### src/rtl/pcl_pkg.sv
package pcl_pkg;
    localparam int LANE_N = 8;
    localparam int BUS_W  = 8 * LANE_N;
    localparam int SIZE_W = 4;

    typedef enum logic [0:0] {
        DR_IDLE   = 1'b0,
        DR_COMMIT = 1'b1
    } drain_e;

    function automatic logic size_ok(input logic [SIZE_W-1:0] s);
        return (s == 4'd1) || (s == 4'd2) || (s == 4'd4) || (s == 4'd8);
    endfunction
endpackage

### src/rtl/pcl_lane_map.sv
module pcl_lane_map
    import pcl_pkg::*;
#(
    parameter int ADDR_W = 32
) (
    input  logic [ADDR_W-1:0] addr_i,
    input  logic [SIZE_W-1:0] size_i,
    input  logic [BUS_W-1:0]  data_i,
    output logic [ADDR_W-1:0] line_addr_o,
    output logic [LANE_N-1:0] be_o,
    output logic [BUS_W-1:0]  wdata_o
);
    logic [2:0]        off;
    logic [LANE_N-1:0] base_mask;
    logic [BUS_W-1:0]  shifted;

    always_comb begin
        case (size_i)
            4'd1: begin off = addr_i[2:0];          base_mask = 8'h01; end
            4'd2: begin off = {addr_i[2:1], 1'b0};  base_mask = 8'h03; end
            4'd4: begin off = {addr_i[2], 2'b00};   base_mask = 8'h0F; end
            default: begin off = 3'd0;              base_mask = 8'hFF; end
        endcase
        be_o        = base_mask << off;
        shifted     = data_i << {off, 3'b000};
        line_addr_o = {addr_i[ADDR_W-1:3], 3'b000};
    end

    generate
        for (genvar i = 0; i < LANE_N; i++) begin : g_lane
            assign wdata_o[8*i +: 8] = be_o[i] ? shifted[8*i +: 8] : 8'h00;
        end
    endgenerate
endmodule

### src/rtl/pcl_slot.sv
module pcl_slot
    import pcl_pkg::*;
#(
    parameter int ADDR_W = 32
) (
    input  logic              clk,
    input  logic              rst_n,
    input  logic              clear_i,
    input  logic              load_i,
    input  logic [ADDR_W-1:0] addr_i,
    input  logic [SIZE_W-1:0] size_i,
    input  logic [BUS_W-1:0]  data_i,
    input  logic              retire_i,
    output logic              vld_o,
    output logic [ADDR_W-1:0] addr_o,
    output logic [SIZE_W-1:0] size_o,
    output logic [BUS_W-1:0]  data_o
);
    typedef struct packed {
        logic              vld;
        logic [ADDR_W-1:0] addr;
        logic [SIZE_W-1:0] size;
        logic [BUS_W-1:0]  data;
    } slot_t;

    slot_t s_d, s_q;

    always_comb begin
        s_d = s_q;
        if (retire_i || clear_i) begin
            s_d.vld = 1'b0;
        end
        if (load_i) begin
            s_d.vld  = 1'b1;
            s_d.addr = addr_i;
            s_d.size = size_i;
            s_d.data = data_i;
        end
    end

    always_ff @(posedge clk or negedge rst_n) begin
        if (!rst_n) begin
            s_q <= '0;
        end else begin
            s_q <= s_d;
        end
    end

    assign vld_o  = s_q.vld;
    assign addr_o = s_q.addr;
    assign size_o = s_q.size;
    assign data_o = s_q.data;
endmodule

### src/rtl/pcl_pred_buf.sv
module pcl_pred_buf #(
    parameter int NUM_PRED = 4,
    parameter int PRED_W   = 8,
    localparam int PIDX_W  = $clog2(NUM_PRED)
) (
    input  logic                       clk,
    input  logic                       rst_n,
    input  logic                       clear_i,
    input  logic                       wr_i,
    input  logic [PIDX_W-1:0]          idx_i,
    input  logic [PRED_W-1:0]          data_i,
    output logic [NUM_PRED-1:0]        seen_o,
    output logic [NUM_PRED*PRED_W-1:0] vals_o
);
    typedef struct packed {
        logic [NUM_PRED-1:0]        seen;
        logic [NUM_PRED*PRED_W-1:0] val;
    } pb_t;

    pb_t pb_d, pb_q;

    always_comb begin
        pb_d = pb_q;
        if (clear_i) begin
            pb_d = '0;
        end
        if (wr_i) begin
            if (pb_d.seen[idx_i]) begin
                pb_d.val[idx_i*PRED_W +: PRED_W] = pb_d.val[idx_i*PRED_W +: PRED_W] & data_i;
            end else begin
                pb_d.val[idx_i*PRED_W +: PRED_W] = data_i;
                pb_d.seen[idx_i] = 1'b1;
            end
        end
    end

    always_ff @(posedge clk or negedge rst_n) begin
        if (!rst_n) begin
            pb_q <= '0;
        end else begin
            pb_q <= pb_d;
        end
    end

    assign seen_o = pb_q.seen;
    assign vals_o = pb_q.val;
endmodule

### src/rtl/pkt_commit_log.sv
module pkt_commit_log
    import pcl_pkg::*;
#(
    parameter int NUM_GPR  = 8,
    parameter int GPR_W    = 32,
    parameter int NUM_PRED = 4,
    parameter int PRED_W   = 8,
    parameter int PW_REQ_W = 32,
    parameter int ADDR_W   = 32,
    localparam int GIDX_W  = $clog2(NUM_GPR),
    localparam int PIDX_W  = $clog2(NUM_PRED)
) (
    input  logic                       clk,
    input  logic                       rst_n,
    input  logic                       pkt_start,
    input  logic                       commit,
    input  logic                       gw_en,
    input  logic [GIDX_W-1:0]          gw_idx,
    input  logic [GPR_W-1:0]           gw_data,
    input  logic                       pw_en,
    input  logic [PIDX_W-1:0]          pw_idx,
    input  logic [PW_REQ_W-1:0]        pw_data,
    input  logic                       br_en,
    input  logic [ADDR_W-1:0]          br_target,
    input  logic                       st_en,
    input  logic                       st_slot,
    input  logic [ADDR_W-1:0]          st_addr,
    input  logic [3:0]                 st_size,
    input  logic [63:0]                st_data,
    input  logic [1:0]                 cancel_set,
    input  logic                       ld_req,
    input  logic                       ld_slot,
    output logic                       ld_go,
    output logic                       mem_valid,
    output logic [ADDR_W-1:0]          mem_addr,
    output logic [7:0]                 mem_be,
    output logic [63:0]                mem_wdata,
    input  logic                       mem_ready,
    output logic [NUM_GPR-1:0]         gpr_mask,
    output logic [NUM_GPR*GPR_W-1:0]   gpr_vals,
    output logic [NUM_PRED-1:0]        pred_mask,
    output logic [NUM_PRED*PRED_W-1:0] pred_vals,
    output logic                       br_taken,
    output logic [ADDR_W-1:0]          next_pc,
    output logic                       width_err,
    output logic                       commit_done
);
    localparam int NUM_SLOT = 2;

    typedef struct packed {
        logic [NUM_GPR-1:0]       gmask;
        logic [NUM_GPR*GPR_W-1:0] gval;
        logic                     br;
        logic [ADDR_W-1:0]        pc;
        logic [NUM_SLOT-1:0]      cxl;
        logic                     werr;
        drain_e                   st;
        logic                     done;
    } ctl_t;

    ctl_t c_d, c_q;

    logic [NUM_SLOT-1:0] s_vld, s_load, s_retire, pend;
    logic [ADDR_W-1:0]   s_addr [NUM_SLOT];
    logic [SIZE_W-1:0]   s_size [NUM_SLOT];
    logic [BUS_W-1:0]    s_data [NUM_SLOT];
    logic                sel;
    logic                req;
    logic                early;
    logic                st_legal;
    logic                pw_unused_hi;

    assign st_legal     = st_en & size_ok(st_size);
    assign pw_unused_hi = ^pw_data[PW_REQ_W-1:PRED_W];

    // Store slots, one per memory slot
    generate
        for (genvar g = 0; g < NUM_SLOT; g++) begin : g_slot
            assign s_load[g]   = st_legal & (st_slot == 1'(g));
            assign pend[g]     = s_vld[g] & ~c_q.cxl[g];
            assign s_retire[g] = mem_valid & mem_ready & (sel == 1'(g));

            pcl_slot #(.ADDR_W(ADDR_W)) u_slot (
                .clk      (clk),
                .rst_n    (rst_n),
                .clear_i  (pkt_start),
                .load_i   (s_load[g]),
                .addr_i   (st_addr),
                .size_i   (st_size),
                .data_i   (st_data),
                .retire_i (s_retire[g]),
                .vld_o    (s_vld[g]),
                .addr_o   (s_addr[g]),
                .size_o   (s_size[g]),
                .data_o   (s_data[g])
            );
        end
    endgenerate

    // Predicate merge buffer
    pcl_pred_buf #(.NUM_PRED(NUM_PRED), .PRED_W(PRED_W)) u_pred (
        .clk     (clk),
        .rst_n   (rst_n),
        .clear_i (pkt_start),
        .wr_i    (pw_en),
        .idx_i   (pw_idx),
        .data_i  (pw_data[PRED_W-1:0]),
        .seen_o  (pred_mask),
        .vals_o  (pred_vals)
    );

    // Memory request source: commit drain in slot order, or early slot-1 drain
    always_comb begin
        early = (c_q.st == DR_IDLE) & ld_req & (ld_slot == 1'b0) & pend[1];
        if (c_q.st == DR_COMMIT) begin
            req = |pend;
            sel = pend[0] ? 1'b0 : 1'b1;
        end else begin
            req = early;
            sel = 1'b1;
        end
    end

    assign mem_valid = req;
    assign ld_go     = ld_req & ~((ld_slot == 1'b0) & pend[1]);

    pcl_lane_map #(.ADDR_W(ADDR_W)) u_lane (
        .addr_i      (s_addr[sel]),
        .size_i      (s_size[sel]),
        .data_i      (s_data[sel]),
        .line_addr_o (mem_addr),
        .be_o        (mem_be),
        .wdata_o     (mem_wdata)
    );

    // Packet bookkeeping and drain sequencing
    always_comb begin
        c_d      = c_q;
        c_d.done = 1'b0;
        if (pkt_start) begin
            c_d.gmask = '0;
            c_d.gval  = '0;
            c_d.br    = 1'b0;
            c_d.pc    = '0;
            c_d.cxl   = '0;
            c_d.werr  = 1'b0;
        end
        if (gw_en) begin
            c_d.gval[gw_idx*GPR_W +: GPR_W] = gw_data;
            c_d.gmask[gw_idx] = 1'b1;
        end
        if (br_en && !c_d.br) begin
            c_d.br = 1'b1;
            c_d.pc = br_target;
        end
        c_d.cxl = c_d.cxl | cancel_set;
        if (st_en && !size_ok(st_size)) begin
            c_d.werr = 1'b1;
        end
        case (c_q.st)
            DR_IDLE: begin
                if (commit) begin
                    c_d.st = DR_COMMIT;
                end
            end
            DR_COMMIT: begin
                if (!(|pend)) begin
                    c_d.st   = DR_IDLE;
                    c_d.done = 1'b1;
                end
            end
            default: c_d.st = DR_IDLE;
        endcase
    end

    always_ff @(posedge clk or negedge rst_n) begin
        if (!rst_n) begin
            c_q <= '0;
        end else begin
            c_q <= c_d;
        end
    end

    assign gpr_mask    = c_q.gmask;
    assign gpr_vals    = c_q.gval;
    assign br_taken    = c_q.br;
    assign next_pc     = c_q.pc;
    assign width_err   = c_q.werr;
    assign commit_done = c_q.done;
endmodule

### config.mk
export PLATFORM = sky130hd
export DESIGN_NAME = pkt_commit_log
export DESIGN_NICKNAME = d
export VERILOG_FILES = /design/src/rtl/pcl_pkg.sv /design/src/rtl/pcl_lane_map.sv /design/src/rtl/pcl_slot.sv /design/src/rtl/pcl_pred_buf.sv /design/src/rtl/pkt_commit_log.sv
export SDC_FILE = /design/constraint.sdc
export NUM_CORES = 1
export LEC_CHECK = 0
export ABC_AREA = 1
export CORE_ASPECT_RATIO = 1.1
export CORE_MARGIN = 2
export CORE_UTILIZATION = 45
export DETAILED_ROUTE_END_ITERATION = 6
export PLACE_DENSITY = 0.74
export SYNTH_ARGS = -nofsm -noshare
export SYNTH_HDL_FRONTEND = slang
export SYNTH_HIERARCHICAL = 1
export SYNTH_SLANG_ARGS = --single-unit
### constraint.sdc
create_clock -name clk -period 5.1 [get_ports clk]
set_input_delay 0.765 -clock clk [delete_from_list [all_inputs] [get_ports clk]]
set_output_delay 0.765 -clock clk [all_outputs]
set_load 0.03 [all_outputs]
After elaboration in Yosys (flattened, before gate mapping):

Cells that the tools add are included.

* memories kept: 0
* input port bits: 215
* logic and storage cells: 128
* bits in read-only memories: 0
* latch bits: 0
* flip-flop bits (word level): 540
* output and inout bits: 441
* bits in writable memories: 0

* divide/modulo/power cells: 0
* $add $sub $neg: 2
* equal/unequal tests: 7
* reductions and logical operators: 16
* muxes and demuxes: 47
* shift-type cells: 8
* $mul: 0
* bitwise logic cells: 25
* $lt $le $gt $ge: 5

Operators by type and width (number)
* 300-bit 2-to-1 mux: 1
* 264-bit 2-to-1 mux: 1
* 256-bit bitwise mux: 1
* 32-bit by 34-bit variable shift with 256-bit output (first input constant): 1
* 32-bit by 34-bit indexed part select with 256-bit output: 1
* 101-bit 2-to-1 mux: 2
* 64-bit 2-to-1 mux: 3
* 32-bit 2-to-1 mux: 4
* 36-bit 2-to-1 mux: 2
* 8-bit by 34-bit indexed part select with 32-bit output: 2
* 32-bit bitwise mux: 2
* 8-bit 2-to-1 mux: 8
* 64-bit by 6-bit << shifter with 64-bit output: 1
* 5-bit negator with 34-bit output: 1
* 8-bit negator with 34-bit output: 1
* 8-bit by 34-bit variable shift with 32-bit output (first input constant): 1
* 33-bit 2-to-1 mux: 1
* 32-bit by 6-bit indexed part select with 8-bit output: 1
* 8-bit one-hot mux with 3 select lines: 1
* 4-bit 2-to-1 mux: 4
* 1-bit bitwise AND: 13
* 1-bit 2-to-1 mux: 11
* 3-bit one-hot mux with 3 select lines: 1
* 8-bit bitwise AND: 1
* 25 further kinds: 45

Longest topological paths before layout:

* depth after elaboration: 12
* mapped depth: 18
* depth with buffers taken out: 15

Cells and area by module:

The synthesis kept the hierarchy.

Modules (own cells, without submodules)
* pkt_commit_log: area each 17028.8 um^2, cells an instance 2371, seq. area each 7557.2 um^2, instances 1
* pcl_slot: area each 3848.7 um^2, cells an instance 427, seq. area each 2527.4 um^2, instances 2
* pcl_lane_map: area each 2601.2 um^2, cells an instance 554, seq. area each 0.0 um^2, instances 1
* pcl_pred_buf: area each 2274.7 um^2, cells an instance 266, seq. area each 900.9 um^2, instances 1

Least setup slack after synthesis:

OpenSTA, ideal clock, no wires.

* path type: reg2out
* start point: register c_q[3] (netlist bit)
* end point: output mem_wdata[14]
* slack: 1.651 ns
* stages on the path, launching flop included: 15
* data arrival time: 2.684 ns
* data required time: 4.335 ns
* path buffers: 5
* path through: dfrtp_1 -> inv_1 -> nand3_1 -> inv_1 -> clkbuf_1 -> clkbuf_1 -> nand2_1 -> nand2_1 -> clkbuf_1 -> nand3_2 -> buf_6 -> buf_6 -> nand2_1 -> nand3_1 -> nor3_1

* longest elaborated chain between the ends: 12
* elaborated cells on any way between the ends: 22
* classes of those cells: eq/ne (3); shift (2); mux (14); bitwise (3)

Ends and longest elaborated chain
* from (decl): line pkt_commit_log.sv:61 `ctl_t c_d, c_q;`
* from (signal assigned): line pkt_commit_log.sv:178 `c_q <= '0;`
* from (signal assigned): line pkt_commit_log.sv:180 `c_q <= c_d;`
* 1-bit NOT (*): line pkt_commit_log.sv:80 `assign pend[g] = s_vld[g] & ~c_q.cxl[g];`
* 1-bit bitwise AND (*): line pkt_commit_log.sv:80
* 1-bit 2-to-1 mux (*): line pkt_commit_log.sv:117 `sel = pend[0] ? 1'b0 : 1'b1;`
* 1-bit 2-to-1 mux (*): line pkt_commit_log.sv:115 `if (c_q.st == DR_COMMIT) begin`
* 1-bit NOT with 2-bit output (not written as such) (*): line pkt_commit_log.sv:128, pkt_commit_log.sv:129, pkt_commit_log.sv:130
* 4-bit 2-to-1 mux (not written as such) (3 in series): line pkt_commit_log.sv:129 `.size_i (s_size[sel]),`
* 4-bit by 3-bit == test with 1-bit output, or another cell as far along: line pcl_lane_map.sv:18 `case (size_i)`
* 3-bit one-hot mux with 3 select lines or 8-bit one-hot mux with 3 select lines (tied branches): line pcl_lane_map.sv:18
* 64-bit by 6-bit << shifter with 64-bit output or 8-bit by 3-bit << shifter with 8-bit output (tied branches): line pcl_lane_map.sv:25, pcl_lane_map.sv:24
* 8-bit 2-to-1 mux (*): line pcl_lane_map.sv:31 `assign wdata_o[8*i +: 8] = be_o[i] ? shifted[8*i +: 8] : 8'h00;`
* to (decl): line pkt_commit_log.sv:37 `output logic [63:0] mem_wdata,`

Every way passes the cells marked *; elsewhere a longest branch is shown, timed or not. The select of a mux whose other input is x is not followed.

Final worst setup path:

* start point: register c_q[3] (netlist bit)
* end point: output mem_wdata[20]

Same word-level chain as after synthesis.

==> run summary <==
Outcome - complete, no violations
# setup viols final - 0
Worst setup margin - 0.5130 ns
Layout area overhead - 21.13%
Most common cell after layout, fill and taps aside - nand2_1
Chip width - 248.5 um
Cells after synthesis - 4045
Reg2Reg Setup Slack - 3.42 ns
Worst setup SP type - register
Pwr Density - 377.5 mW/mm2
TritonCTS clock tree - built
WL/cell - 19.79 um
Ys Warns - 6
Critical path class - register to output port
Drt first-iter violations - 2666
Pleak - 18.60 nW
Most frequent cells in the layout - nand2_1 (1747), clkdlybuf4s50_1 (585), dfrtp_1 (540)
Cell Rows - 98
Initial DRT Pass Iterations - 5
Vias in the first global route - 26040
R2r endpoint - g_slot[1].u_slot/vld_o
Post-Place Setup Slack - 1.154 ns
Relative slew slack - 35.27%
Vias - 26850
Final net count - 4456
Final wirelength - 101700 um
Synth Area per Inst - 7.318 um2
GRT Overall Usage - 29.23%
Hold slack - 0.1493 ns
CTS resizes - 0
Post-CTS setup buffer count - 0
Hold Buf Count CTS - 0
FMAX - 218.0 MHz
Antenna Nets Post-Route - 0
R2R depth - 8
Core Area - 0.06499 mm2
Die area - 0.06785 mm2
Tot Pwr - 0.01354 W
Max Cap Violations - 0
GP Congestion - 0.9405
Root buf cell - clkbuf_16
Critical Path Sink Type - output port
Worst-Margin Slew - 0.9710 ns
Total grt overflow - 0
Max-slew violation count - 0
# DRC - 0
Mapped Area - 0.02960 mm2
Number of port buffers - 628
#FFs+latches synth - 540
RSZ-0062 raised after global routing - false
Final Hold Vio Count - 0
Worst Path Max Fanout - 16
Fraction of layout cells with a size suffix above 1 - 6.473%
Core Util, Final - 55.18%
Die Height - 273 um
Worst R2R Start - c_q[3]
Ports - 656
Largest net degree at the start of global routing - 117
Cell variety after synth - 34
CTS H-Tree Depth - 2
Post-detail-place hpwl - 69380 um
Later-pin clock latency in the skew report - 0.63 ns
Hold crit path type - primary input to asynchronous set/reset pin
Reg clk slew, reported paths - 0.06 ns
Sum of negative setup slack - 0 ns
Worst EP required - 4.34 ns
Clock sink total - 540
Critical path arrival - 3.82 ns
Seq/Total Area, Yosys - 45.65%
Starting Density - 45.55%
CTS Buf Count - 59
Antenna violations before repair - 13
VDD IR-drop max - 0.4053 mV
Clock buffer depth - 3
First-pass GRT wire length - 156100 um
Via density - 5.223
Clock Skew - 0.01396 ns
Period utilization - 89.94%
Min cycle time layout - 4.587 ns
## cell type report
type,count,area (um2)
Tap cell,850,1064
Multi-Input combinational cell,2752,11720
Timing Repair Buffer,691,6819
Clock inverter,23,331.6
Sequential cell,540,13510
Clock buffer,87,1682
Inverter,186,705.7
Fill cell,6117,29130
Antenna cell,11,27.53
## cells in the mapped netlist
cell type | number | area [um2]
a21oi_1 | 30 | 150.1
a21oi_2 | 1 | 8.760
and2_1 | 5 | 31.28
buf_1 | 22 | 82.58
buf_12 | 2 | 40.04
buf_2 | 72 | 360.4
buf_4 | 341 | 2560
buf_6 | 25 | 281.5
buf_8 | 1 | 15.01
clkbuf_1 | 106 | 397.9
conb_1 | 1 | 3.750
dfrtp_1 | 540 | 13510
ha_1 | 11 | 137.6
inv_1 | 175 | 656.9
inv_2 | 10 | 37.54
inv_4 | 1 | 6.260
nand2_1 | 1747 | 6558
nand2_2 | 20 | 125.1
nand2_4 | 6 | 67.56
nand3_1 | 518 | 2592
nand3_2 | 21 | 210.2
nand3b_1 | 1 | 7.510
nand4_1 | 44 | 275.3
nor2_1 | 256 | 960.9
nor2_2 | 4 | 25.02
nor2_4 | 1 | 11.26
nor2_8 | 1 | 20.02
nor3_1 | 35 | 175.2
nor3b_1 | 1 | 7.510
nor4_4 | 2 | 42.54
o21ai_0 | 28 | 140.1
o21ai_1 | 14 | 70.07
o21ai_4 | 1 | 16.27
o21bai_1 | 2 | 15.01
## worst max-delay path, stage by stage, from the launching register on
cell and delay, ns:
dfrtp_1 0.35, inv_1 0.12, nand3_4 0.22, inv_2 0.19
nand2_1 0.07, nand2_1 0.19, nor2_1 0.12, nand2_1 0.14
nand3_2 0.18, nand2_2 0.25, nand2_2 0.20, a21oi_1 0.40
clkdlybuf4s50_1 0.76
## report_power, final
part	leakage [nW]	internal, W	switching, W	total [W]
sequential	7.19	0.00473	0.000239	0.00497
combinational	10.4	0.00137	0.00271	0.00409
clock	0.989	0.00264	0.00184	0.00448
## flip-flops by register name, indices dropped and copies added, names as in the netlist, 2 cells and up
name / flops
u_pred/seen_o: 4
gpr_mask: 8
g_slot.u_slot/addr_o: 64
u_pred/vals_o: 32
c_q: 3
g_slot.u_slot/data_o: 128
g_slot.u_slot/size_o: 8
gpr_vals: 256
g_slot.u_slot/vld_o: 2
next_pc: 32
## routing by layer
layer  GRT usage, %  routed length (um)  vias to the layer above  part of all wire [%]
met4          12.75                4378                        6                   4.3
met3          7.906               10010                      218                   9.8
met1          37.83               40160                    12750                    39
li1               -                   -                    12650                     -
met2          46.15               47120                     1230                    46
met5              0                  34                        -                 0.033
## worst max-delay path by stage
stage / startpoint / endpoint / slack (ns) / cells past startpoint
after floorplan: c_q[3] / mem_wdata[14] / 1.65 / 14
after global placement: c_q[3] / mem_wdata[55] / 1.19 / 14
after detailed placement: c_q[3] / mem_wdata[55] / 1.15 / 14
after CTS: c_q[3] / mem_wdata[55] / 0.48 / 14
after global routing: c_q[3] / mem_wdata[55] / 0.28 / 14
final: c_q[3] / mem_wdata[20] / 0.51 / 12
## stage by stage
step / instances / area (um2)
2_1_floorplan: 4047 / 29610
3_5_place_dp: 5019 / 33820
6_report: 5140 / 35860
4_1_cts: 5129 / 35830
3_3_place_gp: 5019 / 33820
5_1_grt: 5139 / 35860
## logic make-up (layout without fill, tap and decap cells)
family	after synthesis	in the layout	synth area share [%]
adders and majority gates	11	11	0.4649
buffers and inverters	755	987	14.99
AOI/OAI and AO/OA	76	76	1.353
other	1	14	0.01267
DFF	540	540	45.65
and+or+nand+nor	2662	2662	37.53
No activity file was read; power rests on OpenSTA's default activity.
